$ cat config.mk
export PLATFORM = sky130hd
export DESIGN_NAME = cfg_status_reg
export DESIGN_NICKNAME = d
export VERILOG_FILES = /design/src/rtl/cfg_status_reg.sv
export SDC_FILE = /design/constraint.sdc
export NUM_CORES = 1
export LEC_CHECK = 0
export BUFFER_PORTS_ARGS = -buffer_cell sky130_fd_sc_hd__buf_4
export CAP_MARGIN = 20
export CORE_MARGIN = 1
export CORE_UTILIZATION = 33
export CTS_CLUSTER_DIAMETER = 60
export DETAILED_ROUTE_END_ITERATION = 8
export MAX_ROUTING_LAYER = met4
export PLACE_DENSITY = 0.88
export SLEW_MARGIN = 20
export SYNTH_ARGS = -nofsm -noshare
export SYNTH_HDL_FRONTEND = slang
export SYNTH_SLANG_ARGS = --single-unit
export TNS_END_PERCENT = 50
$ cat constraint.sdc
create_clock -name clk_i -period 2.64 [get_ports clk_i]
set_input_delay 0.528 -clock clk_i [delete_from_list [all_inputs] [get_ports clk_i]]
set_output_delay 0.528 -clock clk_i [all_outputs]
set_load 0.01 [all_outputs]
$ cat src/rtl/cfg_status_reg.sv
module cfg_status_reg #(
  parameter int unsigned ADDR_W = 24,
  parameter logic [ADDR_W-1:0] STATUS_ADDR = 24'h1
) (
  input  logic              clk_i,
  input  logic              rst_ni,
  input  logic              cold_i,
  input  logic              fire_i,
  input  logic              id_err_i,
  input  logic              lcrc_err_i,
  input  logic              gcrc_err_i,
  input  logic [ADDR_W-1:0] rd_addr_i,
  output logic              done_o,
  output logic [31:0]       rd_data_o
);
  // {valid, local crc, id mismatch, global crc}
  logic [3:0] flags_q;
  logic       done_q;

  always_ff @(posedge clk_i or negedge rst_ni) begin
    if (!rst_ni) begin
      flags_q <= '0;
      done_q  <= 1'b0;
    end else if (cold_i) begin
      flags_q <= '0;
      done_q  <= 1'b0;
    end else if (fire_i) begin
      flags_q <= {~(id_err_i | lcrc_err_i | gcrc_err_i), lcrc_err_i, id_err_i, gcrc_err_i};
      done_q  <= 1'b1;
    end
  end

  assign done_o    = done_q;
  assign rd_data_o = (rd_addr_i == STATUS_ADDR) ? {flags_q, 28'h0} : 32'h0;

  p_cold_clears_r9: assert property (@(posedge clk_i) disable iff (!rst_ni)
    cold_i |=> (flags_q == 4'h0) && !done_q);
  p_hold_after_done_r8: assert property (@(posedge clk_i) disable iff (!rst_ni)
    (done_q && !cold_i) |=> $stable(flags_q) && done_q);
  p_one_outcome_r5: assert property (@(posedge clk_i) disable iff (!rst_ni)
    $rose(done_q) |-> (flags_q[3] ^ (|flags_q[2:0])));
  p_clear_before_done_r8: assert property (@(posedge clk_i) disable iff (!rst_ni)
    !done_q |-> (flags_q == 4'h0));
endmodule

* Word-level counts from Yosys, hierarchy flattened
Cells that the tools add are included.
Word-level totals: register bits 5, input bits 31, output and inout port bits 33
Cells by class: eq/ne operators 1, muxes and demuxes 5, bitwise logic cells 3, reductions and logical operators 1
Operators with widths (count):
- $mux W32 | 1
- $eq A24 B1 Y1 const B | 1
- $mux W4 | 2
- $mux W1 | 2
- $or A1 B1 Y1 | 2
- $reduce_bool A2 Y1 | 1
- $not A1 Y1 | 1

* Logic depth before layout (Yosys ltp)
depth after elaboration 5, gate-level depth with buffers 3

* Least setup slack after synthesis
OpenSTA, ideal clock, no wires.
path kind in2out, start in rd_addr_i[6], end out rd_data_o[28], arrival 1.381 ns, slack 0.731 ns, stages 3, buffers on the path 0, cells stage by stage or4_4 nor2_4 and3_1
On the way: longest elaborated chain between the ends 2
Ends and longest elaborated chain:
- from (decl) | line 12 | input logic [ADDR_W-1:0] rd_addr_i,
- $eq A24 B1 Y1 | line 34 | assign rd_data_o = (rd_addr_i == STATUS_ADDR) ? {flags_q, 28'h0} : 32'h0;
- $mux W32 | line 34
- to (decl) | line 14 | output logic [31:0] rd_data_o
Every way passes these cells.

* Worst setup path after layout
start in rd_addr_i[6], end out rd_data_o[29]
Same word-level chain as after synthesis.

==> flow_summary.json <==
{
  "fin_crit_sh": 0.808,
  "clock_latency_ns": 0.24,
  "place_congestion": 0.579,
  "synth.area.top_cells": "buf_4 42%, dfrtp_1 25%, mux2i_1 7.9%, and3_1 5.0%, nor2_1 4.5%",
  "yosysWarnings": 0,
  "grt-ovfl-total": 0,
  "fin_nets": 127,
  "dp_slack_ns": 0.509,
  "grt_pass1_wl_um": 1100,
  "postCtsHoldBufs": 0,
  "syn_avg_cell_area_um2": 8.72,
  "critPathTopFamily": "simple AND/OR/NAND/NOR gates",
  "status": "completed",
  "power_density_nw_per_um2": 339,
  "critPathLaunchType": "primary input",
  "fin_crit_ns": 2.13,
  "cp_max_fo": 4,
  "crit_arrival_ns": 1.61,
  "end_kind": "output port",
  "worstPathRequired_ns": 2.11,
  "drv_slew": 0,
  "crit_path_frequent_cell": "buf_4",
  "critPathSlowestCell": "or4_4",
  "antenna_cells": 0,
  "p_sw_mw": 0.0643,
  "rsz0062_at_grt": "false",
  "portBuffers": 35,
  "fillers": 132,
  "p_int_mw": 0.173,
  "cts_root_buf": "clkbuf_4",
  "clk_pin_slew_worst_paths_ns": 0.04,
  "wl_per_cell_um": 9.35,
  "grt_pass1_vias": 319,
  "clockBufferDepth": 2,
  "dr.pass1.iters": 4,
  "rows": 13,
  "power_leakage_nw": 0.413,
  "antenna_found_initial": 0,
  "wl_um": 1030,
  "crit_buf_inv": 2,
  "coreArea_um2": 1370,
  "synth_area_leader_cell": "buf_4",
  "drive_gt1_frac": 0.432,
  "peakVddDrop_mv": 0.142,
  "hold_path.class": "primary input to asynchronous set/reset pin",
  "switching_share": 0.271,
  "final.setup.worst_slack_ns": 0.507,
  "setup_viol": 0,
  "worstPathCellList": "buf_4 -> or4_4 -> nor2_4 -> and3_1 -> buf_4",
  "critical_path_class": "primary input to output port",
  "cts_setup_buffers": 0,
  "initial_core_util": 0.370,
  "synth_top_area_frac": 0.416,
  "setup-tns-final_ns": 0,
  "rrSetupSlack_ns": 1.96,
  "drt-initial-drc-count": 7,
  "die_h_um": 41.1,
  "post_cts_resized": 0,
  "htree_levels": 1,
  "drtAntennaViolNets": 0,
  "critPathMaxStageDelay_ns": 0.54,
  "ys_types": 13,
  "sequentialPowerShare": 0.348,
  "dieWidth_um": 41.1,
  "grt_usage": 0.111,
  "cts_tree": "yes",
  "final_cell_mix": "35 x buf_4, 28 x conb_1, 6 x nor2_1",
  "dr_total_vias": 453,
  "cts_sinks": 5,
  "syn2layout_area_growth_pct": 38.6,
  "clockPowerShare": 0.368,
  "ys_seq_elements": 5,
  "final_common_cell": "buf_4",
  "route.detailed.drc": 0,
  "ios": 64,
  "clock.fmax_ghz": 0.469,
  "seq_area_frac_synth": 0.248,
  "dp_hpwl_um": 933,
  "power_frac_comb": 0.284,
  "clock_skew_ns": 0,
  "hold_violations": 0,
  "via_per_inst": 4.12,
  "grt_max_degree": 6,
  "dieArea_um2": 1690,
  "synth_area_um2": 505,
  "cts_buffers": 3,
  "netlist_instances": 58,
  "max_cap_violations": 0
}
[state kept, by name, summed over array words and instances, names as in the netlist]
| signal | count |
|---|---|
| done_o | 1 |
| flags_q | 4 |
[metal layers]
| metal | track usage | wire [um] | vias up | share of wire |
|---|---|---|---|---|
| li1 | - | - | 212 | - |
| met2 | 0.219 | 580 | 35 | 0.56 |
| met1 | 0.0695 | 298 | 204 | 0.29 |
| met4 | 0.0968 | 12 | 0 | 0.012 |
| met5 | - | 0 | - | 0 |
| met3 | 0.0380 | 137 | 2 | 0.13 |
[cells by family (layout without fill, tap and decap cells)]
logic type / after synthesis / in the layout / synth area share
buffers and inverters: 29 / 39 / 0.423
flip-flops: 5 / 5 / 0.248
multiplexers: 4 / 4 / 0.0792
other: 1 / 28 / 0.00742
AND/OR/NAND/NOR: 19 / 19 / 0.243
[path summary, 6_finish.rpt]
kind / end / depth (start not counted) / from
worst max register to register: flags_q[0] / 2 / flags_q[0]
max in group asynchronous: flags_q[1] / 1 / rst_ni
worst min register to register: done_o / 2 / done_o
worst max-delay path: rd_data_o[29] / 5 / rd_addr_i[6]
min in group clk_i: flags_q[2] / 2 / cold_i
worst min-delay path: done_o / 1 / rst_ni
[final cells by class]
type / count / area (um^2) / area share
repair buffers: 35 / 263 / 0.375
well taps: 15 / 18.8 / 0.0268
flip-flops and latches: 5 / 125 / 0.179
clock buffers: 4 / 26.3 / 0.0375
multi-input cells: 51 / 268 / 0.382
[power groups by stage]
stage / logic (mW) / registers [mW] / clock network, mW
2_1_floorplan: 0.0584 / 0.0839 / 0
3_3_place_gp: 0.0659 / 0.0838 / 0
3_5_place_dp: 0.0672 / 0.0838 / 0
4_1_cts: 0.0673 / 0.0828 / 0.0893
5_1_grt: 0.0761 / 0.0832 / 0.0927
6_report: 0.0673 / 0.0827 / 0.0873
[through the flow]
step	total power, mW	instances	cell area (um^2)	utilization	hold WS (ns)
2_1_floorplan	0.142	85	607	-	0.232
3_3_place_gp	0.150	106	674	0.494	0.329
3_5_place_dp	0.151	106	674	0.494	0.330
4_1_cts	0.239	110	701	0.513	0.0717
5_1_grt	0.252	110	701	0.513	0.0801
6_report	0.237	110	701	0.513	0.0777
[Yosys cell counts]
| master | instances |
|---|---|
| buf_4 | 28 |
| nor4_1 | 3 |
| nor2_1 | 6 |
| mux2i_1 | 4 |
| or4_4 | 2 |
| nor2_4 | 1 |
| and3_1 | 4 |
| clkbuf_1 | 1 |
| nor4b_1 | 1 |
| dfrtp_1 | 5 |
| conb_1 | 1 |
| and4_1 | 1 |
| nor3_1 | 1 |
Power figures use the tool's default switching activity.
